[config.mk]
export PLATFORM = sky130hd
export DESIGN_NAME = bank_regfile
export DESIGN_NICKNAME = d
export VERILOG_FILES = /design/src/rtl/rf_pkg.sv /design/src/rtl/rf_decode.sv /design/src/rtl/rf_ptr_file.sv /design/src/rtl/rf_table.sv /design/src/rtl/rf_common.sv /design/src/rtl/bank_regfile.sv
export SDC_FILE = /design/constraint.sdc
export NUM_CORES = 1
export LEC_CHECK = 0
export CAP_MARGIN = 20
export CELL_PAD_IN_SITES_DETAIL_PLACEMENT = 0
export CELL_PAD_IN_SITES_GLOBAL_PLACEMENT = 1
export CORE_UTILIZATION = 42
export CTS_CLUSTER_SIZE = 30
export DETAILED_ROUTE_END_ITERATION = 12
export GPL_TIMING_DRIVEN = 0
export PLACE_DENSITY = 0.84
export SLEW_MARGIN = 20
export SYNTH_ARGS = -nofsm -noshare
export SYNTH_HDL_FRONTEND = slang
export SYNTH_SLANG_ARGS = --single-unit
[constraint.sdc]
create_clock -name clk -period 2.3 [get_ports clk]
set_input_delay 0.46 -clock clk [delete_from_list [all_inputs] [get_ports clk]]
set_output_delay 0.46 -clock clk [all_outputs]
set_load 0.02 [all_outputs]
[src/rtl/rf_pkg.sv]
package rf_pkg;

  typedef enum logic [2:0] {
    RG_NONE   = 3'd0,
    RG_PTR    = 3'd1,
    RG_TBL    = 3'd2,
    RG_REV    = 3'd3,
    RG_COMMON = 3'd4
  } region_e;

  localparam int unsigned NUM_COMMON = 5;
  localparam int unsigned NUM_BANKS  = 4;

  // Common register slots, counted upward from the first shared offset.
  localparam logic [2:0] CM_IE     = 3'd0;
  localparam logic [2:0] CM_FLAGS  = 3'd1;
  localparam logic [2:0] CM_STATUS = 3'd2;
  localparam logic [2:0] CM_CTRL2  = 3'd3;
  localparam logic [2:0] CM_CTRL1  = 3'd4;

  // Reset value of each pointer (16 bits wide, sliced by the user).
  function automatic logic [15:0] ptr_reset(input int idx);
    case (idx)
      0, 4, 6: ptr_reset = 16'h05FA;
      5:       ptr_reset = 16'h1FFF;
      default: ptr_reset = 16'h0000;
    endcase
  endfunction

endpackage

[src/rtl/rf_decode.sv]
module rf_decode
  import rf_pkg::*;
#(
  parameter int unsigned ADDR_W    = 5,
  parameter int unsigned NUM_PTR   = 11,
  parameter int unsigned TBL_DEPTH = 16,
  parameter int unsigned REV_OFS   = 18,
  localparam int unsigned PIDX_W   = $clog2(NUM_PTR),
  localparam int unsigned TIDX_W   = $clog2(TBL_DEPTH),
  localparam int unsigned LOCS     = 1 << ADDR_W,
  localparam int unsigned COM_BASE = LOCS - NUM_COMMON
) (
  input  logic [1:0]        bank,
  input  logic [ADDR_W-1:0] addr,
  output region_e           region,
  output logic [PIDX_W-1:0] ptr_idx,
  output logic              ptr_hi,
  output logic [TIDX_W-1:0] tbl_idx,
  output logic [2:0]        com_idx
);

  logic [ADDR_W-1:0] com_off;

  assign ptr_idx = PIDX_W'(addr >> 1);
  assign ptr_hi  = addr[0];
  assign tbl_idx = addr[TIDX_W-1:0];
  assign com_off = addr - ADDR_W'(COM_BASE);
  assign com_idx = com_off[2:0];

  always_comb begin
    region = RG_NONE;
    if (32'(addr) >= COM_BASE) begin
      region = RG_COMMON;
    end else if (bank == 2'd0 && 32'(addr) < 2 * NUM_PTR) begin
      region = RG_PTR;
    end else if (bank == 2'd1 && 32'(addr) < TBL_DEPTH) begin
      region = RG_TBL;
    end else if (bank == 2'd3 && 32'(addr) == REV_OFS) begin
      region = RG_REV;
    end
  end

endmodule

[src/rtl/rf_ptr_file.sv]
module rf_ptr_file
  import rf_pkg::*;
#(
  parameter int unsigned DATA_W  = 8,
  parameter int unsigned PTR_W   = 13,
  parameter int unsigned NUM_PTR = 11,
  localparam int unsigned PIDX_W = $clog2(NUM_PTR),
  localparam int unsigned HI_W   = PTR_W - DATA_W
) (
  input  logic                     clk,
  input  logic                     rst,
  input  logic                     wr,
  input  logic [PIDX_W-1:0]        idx,
  input  logic                     hi,
  input  logic [DATA_W-1:0]        wdata,
  output logic [DATA_W-1:0]        rd_byte,
  output logic [NUM_PTR*PTR_W-1:0] ptr_flat
);

  logic [PTR_W-1:0] ptr_q [NUM_PTR];

  for (genvar g = 0; g < NUM_PTR; g++) begin : g_ptr
    localparam logic [15:0] RST16 = ptr_reset(g);
    localparam logic [PTR_W-1:0] RSTV = RST16[PTR_W-1:0];
    always_ff @(posedge clk) begin
      if (rst) begin
        ptr_q[g] <= RSTV;
      end else if (wr && 32'(idx) == g) begin
        if (hi) ptr_q[g][PTR_W-1:DATA_W] <= wdata[HI_W-1:0];
        else    ptr_q[g][DATA_W-1:0]     <= wdata;
      end
    end
    assign ptr_flat[g*PTR_W +: PTR_W] = ptr_q[g];
  end

  always_comb begin
    rd_byte = '0;
    if (32'(idx) < NUM_PTR) begin
      if (hi) rd_byte = DATA_W'(ptr_q[idx][PTR_W-1:DATA_W]);
      else    rd_byte = ptr_q[idx][DATA_W-1:0];
    end
  end

endmodule

[src/rtl/rf_table.sv]
module rf_table #(
  parameter int unsigned DATA_W    = 8,
  parameter int unsigned TBL_DEPTH = 16,
  localparam int unsigned TIDX_W   = $clog2(TBL_DEPTH)
) (
  input  logic              clk,
  input  logic              rst,
  input  logic              wr,
  input  logic [TIDX_W-1:0] idx,
  input  logic [DATA_W-1:0] wdata,
  output logic [DATA_W-1:0] rd_byte
);

  logic [DATA_W-1:0] mem [TBL_DEPTH];

  for (genvar g = 0; g < TBL_DEPTH; g++) begin : g_ent
    always_ff @(posedge clk) begin
      if (rst)                          mem[g] <= '0;
      else if (wr && 32'(idx) == g)     mem[g] <= wdata;
    end
  end

  assign rd_byte = mem[idx];

endmodule

[src/rtl/rf_common.sv]
module rf_common
  import rf_pkg::*;
#(
  parameter int unsigned DATA_W    = 8,
  parameter logic [7:0]  CTRL2_RST = 8'h80
) (
  input  logic              clk,
  input  logic              rst,
  input  logic              wr,
  input  logic [2:0]        idx,
  input  logic [DATA_W-1:0] wdata,
  input  logic [DATA_W-1:0] status_in,
  output logic [DATA_W-1:0] rd_byte,
  output logic [1:0]        bank
);

  logic [DATA_W-1:0] ie_q, flags_q, ctrl2_q, ctrl1_q;

  always_ff @(posedge clk) begin
    if (rst) begin
      ie_q    <= '0;
      flags_q <= '0;
      ctrl2_q <= DATA_W'(CTRL2_RST);
      ctrl1_q <= '0;
    end else if (wr) begin
      case (idx)
        CM_IE:    ie_q    <= wdata;
        CM_FLAGS: flags_q <= {1'b0, wdata[DATA_W-2:0]};
        CM_CTRL2: ctrl2_q <= wdata;
        CM_CTRL1: ctrl1_q <= wdata;
        default:  ;
      endcase
    end
  end

  always_comb begin
    case (idx)
      CM_IE:     rd_byte = ie_q;
      CM_FLAGS:  rd_byte = flags_q;
      CM_STATUS: rd_byte = status_in;
      CM_CTRL2:  rd_byte = ctrl2_q;
      CM_CTRL1:  rd_byte = ctrl1_q;
      default:   rd_byte = '0;
    endcase
  end

  assign bank = ctrl1_q[1:0];

endmodule

[src/rtl/bank_regfile.sv]
module bank_regfile
  import rf_pkg::*;
#(
  parameter int unsigned ADDR_W    = 5,
  parameter int unsigned DATA_W    = 8,
  parameter int unsigned PTR_W     = 13,
  parameter int unsigned NUM_PTR   = 11,
  parameter int unsigned TBL_DEPTH = 16,
  parameter int unsigned REV_OFS   = 18,
  parameter logic [7:0]  REV_ID    = 8'h06,
  localparam int unsigned PIDX_W   = $clog2(NUM_PTR),
  localparam int unsigned TIDX_W   = $clog2(TBL_DEPTH),
  localparam int unsigned PF_W     = NUM_PTR * PTR_W
) (
  input  logic              clk,
  input  logic              rst,
  input  logic              wr_en,
  input  logic              rd_en,
  input  logic [ADDR_W-1:0] addr,
  input  logic [DATA_W-1:0] wdata,
  input  logic [DATA_W-1:0] status_in,
  output logic [DATA_W-1:0] rdata,
  output logic [1:0]        cur_bank,
  output logic [PF_W-1:0]   ptr_flat
);

  region_e           region;
  logic [PIDX_W-1:0] ptr_idx;
  logic              ptr_hi;
  logic [TIDX_W-1:0] tbl_idx;
  logic [2:0]        com_idx;
  logic [DATA_W-1:0] ptr_byte, tbl_byte, com_byte, rd_mux;

  rf_decode #(
    .ADDR_W(ADDR_W), .NUM_PTR(NUM_PTR),
    .TBL_DEPTH(TBL_DEPTH), .REV_OFS(REV_OFS)
  ) u_dec (
    .bank(cur_bank), .addr(addr), .region(region),
    .ptr_idx(ptr_idx), .ptr_hi(ptr_hi),
    .tbl_idx(tbl_idx), .com_idx(com_idx)
  );

  rf_ptr_file #(
    .DATA_W(DATA_W), .PTR_W(PTR_W), .NUM_PTR(NUM_PTR)
  ) u_ptr (
    .clk(clk), .rst(rst), .wr(wr_en && region == RG_PTR),
    .idx(ptr_idx), .hi(ptr_hi), .wdata(wdata),
    .rd_byte(ptr_byte), .ptr_flat(ptr_flat)
  );

  rf_table #(
    .DATA_W(DATA_W), .TBL_DEPTH(TBL_DEPTH)
  ) u_tbl (
    .clk(clk), .rst(rst), .wr(wr_en && region == RG_TBL),
    .idx(tbl_idx), .wdata(wdata), .rd_byte(tbl_byte)
  );

  rf_common #(
    .DATA_W(DATA_W), .CTRL2_RST(8'h80)
  ) u_com (
    .clk(clk), .rst(rst), .wr(wr_en && region == RG_COMMON),
    .idx(com_idx), .wdata(wdata), .status_in(status_in),
    .rd_byte(com_byte), .bank(cur_bank)
  );

  always_comb begin
    case (region)
      RG_PTR:    rd_mux = ptr_byte;
      RG_TBL:    rd_mux = tbl_byte;
      RG_REV:    rd_mux = DATA_W'(REV_ID);
      RG_COMMON: rd_mux = com_byte;
      default:   rd_mux = '0;
    endcase
  end

  always_ff @(posedge clk) begin
    if (rst)        rdata <= '0;
    else if (rd_en) rdata <= rd_mux;
  end

endmodule

# Word level (Yosys, flattened, before mapping)
# Memory sizes are Yosys's and may differ from the RTL's.
# Index checks and enable logic that the tools add are counted.
# word_totals
word_cells,291
in_bits,25
ramBits,271
mem_count,2
reg_bits,39
# memory_table
memory,depth,width,rd,rd_clocked_by_memory_dff,write_ports,line,source
u_ptr.ptr_q,11,13,12,0,11,rf_ptr_file.sv:20,logic [PTR_W-1:0] ptr_q [NUM_PTR];
u_tbl.mem,16,8,1,0,16,rf_table.sv:14,logic [DATA_W-1:0] mem [TBL_DEPTH];
# classes
n_mux,164
n_lt_le_gt_ge,4
bitwise_logic,38
n_addsub,1
n_reduce_logical,41
n_eq_ne,36
# ops
cell,n
two-way mux 8 bit,29
two-way mux 1 bit,118
two-way mux 5 bit,11
equality test 4 bit (second input constant),11
one-hot mux 8 bit (5 select lines),1
bitwise OR 1 bit,38
logical AND 1 bit,33
equality test 4 x 3 -> 1 bit (second input constant),8
one-hot mux 8 bit (4 select lines),1
equality test 4 x 2 -> 1 bit (second input constant),4
equality test 3 x 2 -> 1 bit (second input constant),4
< comparator 5 bit (second input constant),2
two-way mux 3 bit,3
equality test 4 x 1 -> 1 bit (second input constant),2
logical NOT 4 bit,2
AND reduction 2 bit,4
equality test 3 x 1 -> 1 bit (second input constant),2
equality test 3 bit (second input constant),2
equality test 5 bit (second input constant),1
greater-or-equal comparator 5 bit (second input constant),1
< comparator 4 bit (second input constant),1
logical NOT 3 bit,1
subtractor 3 x 2 -> 3 bit (second input constant),1
equality test 2 x 1 -> 1 bit (second input constant),1
3 further kinds,3

# Logic depth before layout (Yosys ltp)
# Gate-level depths: netlist of the first run.
# depth
depth_word,13
depth_mapped,8
ltp_nobuf,5

# Hierarchy
# Synthesis of the first run repeated with hierarchy kept, for this count alone.
# unflattened
cells_unflattened,1162
area_unflattened_um2,15269.6
# by_module_without_submodules
mod,cells_each,seq_area_each_um2,area_per_inst_um2,instances
rf_ptr_file,520,4294.1,6965.4,1
rf_table,384,3843.7,6037.0,1
rf_common,169,620.6,1512.7,1
bank_regfile,64,160.2,580.6,1
rf_decode,25,0.0,173.9,1

# Worst setup path before layout of the first run
# OpenSTA, ideal clock, no wires.
# synth_path
kind,input to register
startpoint,input addr[4]
endpoint,memory u_ptr.ptr_q[7][0] (enable)
setup_slack_ns,-0.128
path_buffers,3
stages,7
setup_time_ns,0.375
t_arrival_ns,2.053
t_required_ns,1.925
cell_sequence,buf_2 > and3_4 > and3b_1 > buf_4 > nand4_1 > clkbuf_1 > o21bai_1
# synth_lines
element,line,source
start: declaration,bank_regfile.sv:19,"input logic [ADDR_W-1:0] addr,"
end: declaration,rf_ptr_file.sv:20,

==> results.ini, run 1 <==
[job]
drv_cap = 0

[place]
place_inst = 1806
post_dp_cell_area_um2 = 17400
io_buffer_count = 174
gp_congestion = 0.977
dpl.hpwl_mm = 40.0

[floorplan]
fp.dieH_um = 191
initial_utilization_pct = 43.1
coreArea_um2 = 34900
ios = 178
dieArea_um2 = 36600
rows = 68
chipWidth_um = 191

[setup_path]
worst-path-max-fanout = 10
endpoint_kind = flip-flop
crit_arrival_ns = 2.57
critPathLaunchType = input port
cp_cell_sequence = dlygate4sd2_1, buf_6, and2b_1, buf_4, nand3_4, clkbuf_4, o21bai_4, buf_12
required_ns = 2.54
crit_slowest_cell = dlygate4sd2_1
critPathKind = in -> reg
slowest_delay_ns = 0.38

[layout]
design_area_um2 = 19600
drive_above_1_share_pct = 20.2
finish.utilization_pct = 56.2
areaGrowthSynthToFinish_pct = 30.4
fin_cells = 1901
nNetsFinal = 1448

[clock_tree]
cts_buffer_depth = 3
numCtsBuffers = 35
root_buffer = clkbuf_16
cts_tree = built
clk_latency_ns = 0.53
cts_sinks = 310
clk_pin_slew_ns = 0.06
postCtsHoldBufs = 0
htreeDepth = 2

[synth]
syn_inst = 1177
yosysTopAreaCellShare_pct = 54.1
synth_area_leaders = edfxtp_1, and2_1, mux4_2
yosysSeqAreaShare_pct = 59.3
synth_warnings = 0
synth_cell_type_count = 71
synth_seq_cells = 310
synth_edf_count = 271
postSynth.asyncResetShare_pct = 0
synth_ff_type = edfxtp_1
syn_nets = 1202
synth_area_um2 = 15000
synth_area_leader_cell = edfxtp_1
syn_area_per_cell_um2 = 12.8

[timing]
slew_headroom_pct = 25.9
fmax_mhz = 428
fin_crit_sh_pct = 102
hold_violations = 0
rsz0062_at_grt = false
setup_viol = 9
fin_skew_ns = 0.0293
maxSlewViolCount = 0
worst_pin_slew_ns = 1.11
period_needed_ns = 2.34
layout_setup_ws_ns = -0.0385

[routing]
drt-pass1-iter-count = 7
routed_via_density = 6.26
detail_route.wl_per_cell_um = 29.6
drc = 0
num_vias = 11900
finalWirelength_mm = 56.3
ant_nets = 0
drt_iter0_markers = 1591

[global_route]
overflow = 0
grt.total_usage_pct = 30.8
grt_pass1_wl_mm = 80.0
antenna_found_initial = 6
grt_pass1_vias = 11600
grt_max_degree = 13

[run_status]
status = finished with violations
violations = negative setup slack

[power]
peakVddDrop_uv = 574
p_per_area_nw_per_um2 = 680
power_w = 0.0133
cellLeakagePower_nw = 6.76

[worst_hold_path]
hold_class = reg -> reg

==> sequential cells by signal, indices dropped and copies added, names as in the netlist <==
register,flops
rdata,8
u_com.ctrl1_q,8
u_com.ctrl2_q,8
u_com.flags_q,7
u_com.ie_q,8
u_ptr.ptr_q,143
u_tbl.mem,128
==> final cells by class <==
| cell class | instances | area [µm²] |
|---|---|---|
| Inverter | 7 | 26.3 |
| Clock buffer | 42 | 902 |
| Tap cell | 455 | 569 |
| Timing Repair Buffer | 210 | 2190 |
| Clock inverter | 15 | 151 |
| Buffer | 110 | 683 |
| Multi-Input combinational cell | 749 | 6160 |
| Fill cell | 2926 | 15300 |
| Antenna cell | 3 | 7.51 |
| Sequential cell | 310 | 8920 |
==> metrics by stage <==
step | setup TNS, ns | setup slack [ns] | hold WS (ns)
after floorplan | -1.94 | -0.128 | 0.452
after global placement | -627.02 | -1.83 | 0.469
after detailed placement | -637.46 | -1.97 | 0.476
after CTS | -0.0144 | -0.0107 | 0.497
after global routing | 0 | 0.00231 | 0.518
final | -0.311 | -0.0385 | 0.497
==> synthesized netlist by cell type, types with 8 or more instances <==
cell type / n
mux4_2: 38
a2111oi_0: 8
o21bai_1: 38
buf_4: 16
nor2_1: 79
nand2_1: 50
and2_1: 169
o22ai_1: 9
nor4_1: 31
or3_1: 31
nand2b_1: 8
nand3_1: 25
mux2_2: 21
mux2i_1: 70
clkbuf_1: 64
nor2b_1: 12
buf_2: 25
edfxtp_1: 271
nor3_1: 48
dfxtp_1: 39
==> cell usage in the layout, fill, tap and decap left out, types with 21 or more instances in the layout <==
cell,instances
mux2_2,21
dfxtp_1,37
mux2i_1,70
clkbuf_1,55
nor4_1,31
and2_1,169
nor3_1,37
clkbuf_16,35
clkdlybuf4s50_1,170
o21bai_4,34
buf_4,38
nor2_1,73
edfxtp_1,271
nand2_1,46
mux4_2,38
or3_1,30
==> power by group <==
part | total (W) | internal (W) | switching (W) | leakage, nW
combinational | 0.00160 | 0.000592 | 0.00101 | 3.16
clock | 0.00538 | 0.00312 | 0.00226 | 0.508
sequential | 0.00635 | 0.00626 | 0.0000905 | 3.09
total | 0.0133 | 0.00997 | 0.00336 | 6.76
==> critical path: cells and delay by family <==
family                 cells  cell delay, ns
and+or+nand+nor            2            0.51
buffers and inverters      5            1.39
AOI/OAI and AO/OA          1            0.20
==> timing repair <==
item                       CTS  global route
pin swaps                   26             6
setup endpoints to repair  551           350
resized for setup          141            31
buffers inserted            36             0
==> path summary, 6_finish.rpt <==
| check | start | endpoint | slack, ns | cells past startpoint |
|---|---|---|---|---|
| setup / recovery | addr[2] | u_ptr.ptr_q[2][5] | -0.04 | 8 |
| hold / removal | u_com.flags_q[0] | u_com.flags_q[0] | 0.50 | 2 |
| setup reg to reg | u_com.ctrl1_q[0] | u_tbl.mem[13][3] | 0.13 | 6 |
| hold reg to reg | u_com.flags_q[0] | u_com.flags_q[0] | 0.50 | 2 |
==> logic make-up (layout without fill, tap and decap cells) <==
kind of cell | after synthesis | after routing | share of synthesized area [%]
buffers and inverters | 118 | 384 | 3.75
AO/OA/AOI/OAI | 135 | 135 | 7.12
other | 0 | 3 | 0
multiplexers | 129 | 129 | 11.9
AND/OR/NAND/NOR | 485 | 485 | 17.9
flip-flops | 310 | 310 | 59.3
==> layer usage <==
metal	track usage (%)	wire, µm
met1	42.1	21500
met2	46.2	24800
met5	0	54
met4	12.9	2560
met3	8.33	7420
No activity file was read; power rests on OpenSTA's default activity.
==> run 2: changes to the inputs <==
--- a/config.mk
+++ b/config.mk
@@ -11,8 +11,9 @@
 export CORE_UTILIZATION = 42
 export CTS_CLUSTER_SIZE = 30
 export DETAILED_ROUTE_END_ITERATION = 12
+export GPL_ROUTABILITY_DRIVEN = 0
 export GPL_TIMING_DRIVEN = 0
-export PLACE_DENSITY = 0.84
+export PLACE_DENSITY_LB_ADDON = 0.1
 export SLEW_MARGIN = 20
 export SYNTH_ARGS = -nofsm -noshare
 export SYNTH_HDL_FRONTEND = slang
==> results.ini, run 2 (synthesis results as in run 1) <==
[floorplan]
chipWidth_um = 191  ; unchanged
ios = 178  ; unchanged
fp.dieH_um = 191  ; unchanged
rows = 68  ; unchanged
initial_utilization_pct = 43.1  ; unchanged
dieArea_um2 = 36600  ; unchanged
coreArea_um2 = 34900  ; unchanged

[worst_hold_path]
hold_class = reg -> reg
hp-start = u_com.ctrl1_q[2]
holdPathStages = 2  ; unchanged
holdPathEnd = u_com.ctrl1_q[2]

[global_route]
grt_pass1_vias = 11400  ; -2.0%
grt_max_degree = 13  ; unchanged
antenna_found_initial = 3  ; -3
overflow = 0  ; unchanged
grt.total_usage_pct = 32.0  ; +1.2 points
grt_pass1_wl_mm = 81.8  ; +2.2%

[run_status]
status = finished with violations
violations = negative setup slack

[timing]
worst_pin_slew_ns = 0.992  ; -0.119 ns
fin_crit_sh_pct = 101  ; -0.79 points
slew_headroom_pct = 33.9  ; +7.9 points
maxSlewViolCount = 0  ; unchanged
period_needed_ns = 2.32  ; -0.0181 ns
setup_viol = 12  ; +3
hold_violations = 0  ; unchanged
timing.hold.ws_ns = 0.494  ; -0.00277 ns
fin_skew_ns = 0.0149  ; -0.0144 ns
fmax_mhz = 431  ; +0.78%
layout_setup_ws_ns = -0.0204  ; +0.0181 ns

[clock_tree]
clk_latency_ns = 0.54  ; about the same
clk_pin_slew_ns = 0.06  ; about the same
cts_buffer_depth = 3  ; unchanged
cts_sinks = 310  ; unchanged
root_buffer = clkbuf_16
htreeDepth = 2  ; unchanged
numCtsBuffers = 35  ; unchanged
cts_tree = built

[routing]
detail_route.wl_per_cell_um = 30.5  ; +3.0%
ant_nets = 0  ; unchanged
num_vias = 11600  ; -2.5%
drc = 0  ; unchanged
finalWirelength_mm = 57.9  ; +3.0%
routed_via_density = 6.10  ; -2.5%
drt_iter0_markers = 1281  ; -19%
drt-pass1-iter-count = 6  ; -1

[layout]
fill_cells = 2962  ; +1.2%
register_area_um2 = 8920  ; unchanged
top_regs = u_ptr.ptr_q x143, u_tbl.mem x128
drive_above_1_share_pct = 20.1  ; -0.12 points
multi_input_comb_area_um2 = 6150  ; -0.22%
nNetsFinal = 1443  ; -0.35%
max_flop_register = u_ptr.ptr_q
finish.utilization_pct = 55.9  ; -0.29 points
largest_reg_flops = 143  ; unchanged
final_common_cell = edfxtp_1
fin_cells = 1900  ; -0.053%
mostFrequentLayoutCells = edfxtp_1, clkdlybuf4s50_1, and2_1
areaGrowthSynthToFinish_pct = 29.8

[power]
p_per_area_nw_per_um2 = 683  ; +0.47%
peakVddDrop_uv = 582  ; +1.4%
cellLeakagePower_nw = 6.74  ; -0.29%

[setup_path]
worstReg2RegEnd = u_tbl.mem[2][1]
worstRegToRegCells = 6  ; unchanged
worstReg2RegStart = u_com.ctrl1_q[0]
endpoint_kind = flip-flop
critPathKind = in -> reg
required_ns = 2.49  ; -0.05 ns
crit_arrival_ns = 2.51  ; -0.06 ns
critPathLaunchType = input port
rrSetupSlack_ns = 0.09  ; -0.04 ns
worst-path-max-fanout = 10  ; unchanged

[place]
place_inst = 1806  ; unchanged
io_buffer_count = 174  ; unchanged
dpl.hpwl_mm = 41.4  ; +3.5%

[job]
drv_cap = 0  ; unchanged

-- run 2: cell count changes in the layout (fill, tap and decap cells not counted), sizes merged --
cell and delta:
bufinv -2, clkbuf +6, clkdlybuf4s15 +1, dlygate4sd2 -1
inv +1, clkinvlp -2, dlymetal6s2s -1, buf -6
clkinv +3
-- run 2: layout make-up --
class	instances	area share (%)
clock buffer	46	4.93
inverter	7	0.135
antenna	3	0.0385
clock inverter	15	0.564
multi-input combinational	749	31.5
tap	455	2.92
sequential	310	45.7
buffer	110	3.44
timing repair buffer	205	10.7
-- run 2: worst max-delay path by stage --
stage               depth (start not counted)                 to  slack [ns]        startpoint
finish                                      7  u_ptr.ptr_q[1][3]       -0.02           addr[1]
global route                                6    u_tbl.mem[2][7]       -0.01  u_com.ctrl1_q[0]
CTS                                         8   u_tbl.mem[14][7]       0.002           addr[1]
detailed placement                          7  u_ptr.ptr_q[7][1]       -2.03           addr[1]
global placement                            7  u_ptr.ptr_q[7][1]       -2.04           addr[1]
floorplan                                   7  u_ptr.ptr_q[7][0]       -0.13           addr[4]
-- run 2: timing repair --
action | 4_1_cts | 5_1_grt
setup buffers | 29 | 2
resized for setup | 147 | 20
hold buffers | 0 | 0
pin swaps | 21 | 2
setup endpoints to repair | 571 | 219
endpoints found under the hold margin | 0 | 0
-- run 2: where the power goes --
group,internal (W),switching [W]
clock network,0.00306,0.00231
logic,0.000580,0.00102
registers,0.00626,0.0000851
-- run 2: metal layers --
| metal | GRT usage (%) | share of wire [%] |
|---|---|---|
| met2 | 50.4 | 46 |
| met5 | 0 | 0 |
| met1 | 43.4 | 40 |
| met3 | 6.59 | 10 |
| met4 | 12.1 | 3.9 |
-- run 2: stage by stage --
stage / worst slack, ns / setup TNS (ns) / instance area, µm² / total power, W
2_1_floorplan: -0.128 / -1.94 / 15100 / 0.00717
3_3_place_gp: -2.04 / -709.75 / 17400 / 0.00786
3_5_place_dp: -2.03 / -719.01 / 17400 / 0.00787
4_1_cts: 0.00222 / 0 / 19400 / 0.0133
5_1_grt: -0.0105 / -0.0740 / 19500 / 0.0136
6_report: -0.0204 / -0.178 / 19500 / 0.0133
-- run 2: critical path, stage by stage --
cell and delay (ns):
clkdlybuf4s15_2 0.31, buf_6 0.21, buf_4 0.32, nor2b_4 0.33, nand3_1 0.17, clkbuf_2 0.31
o21bai_4 0.36
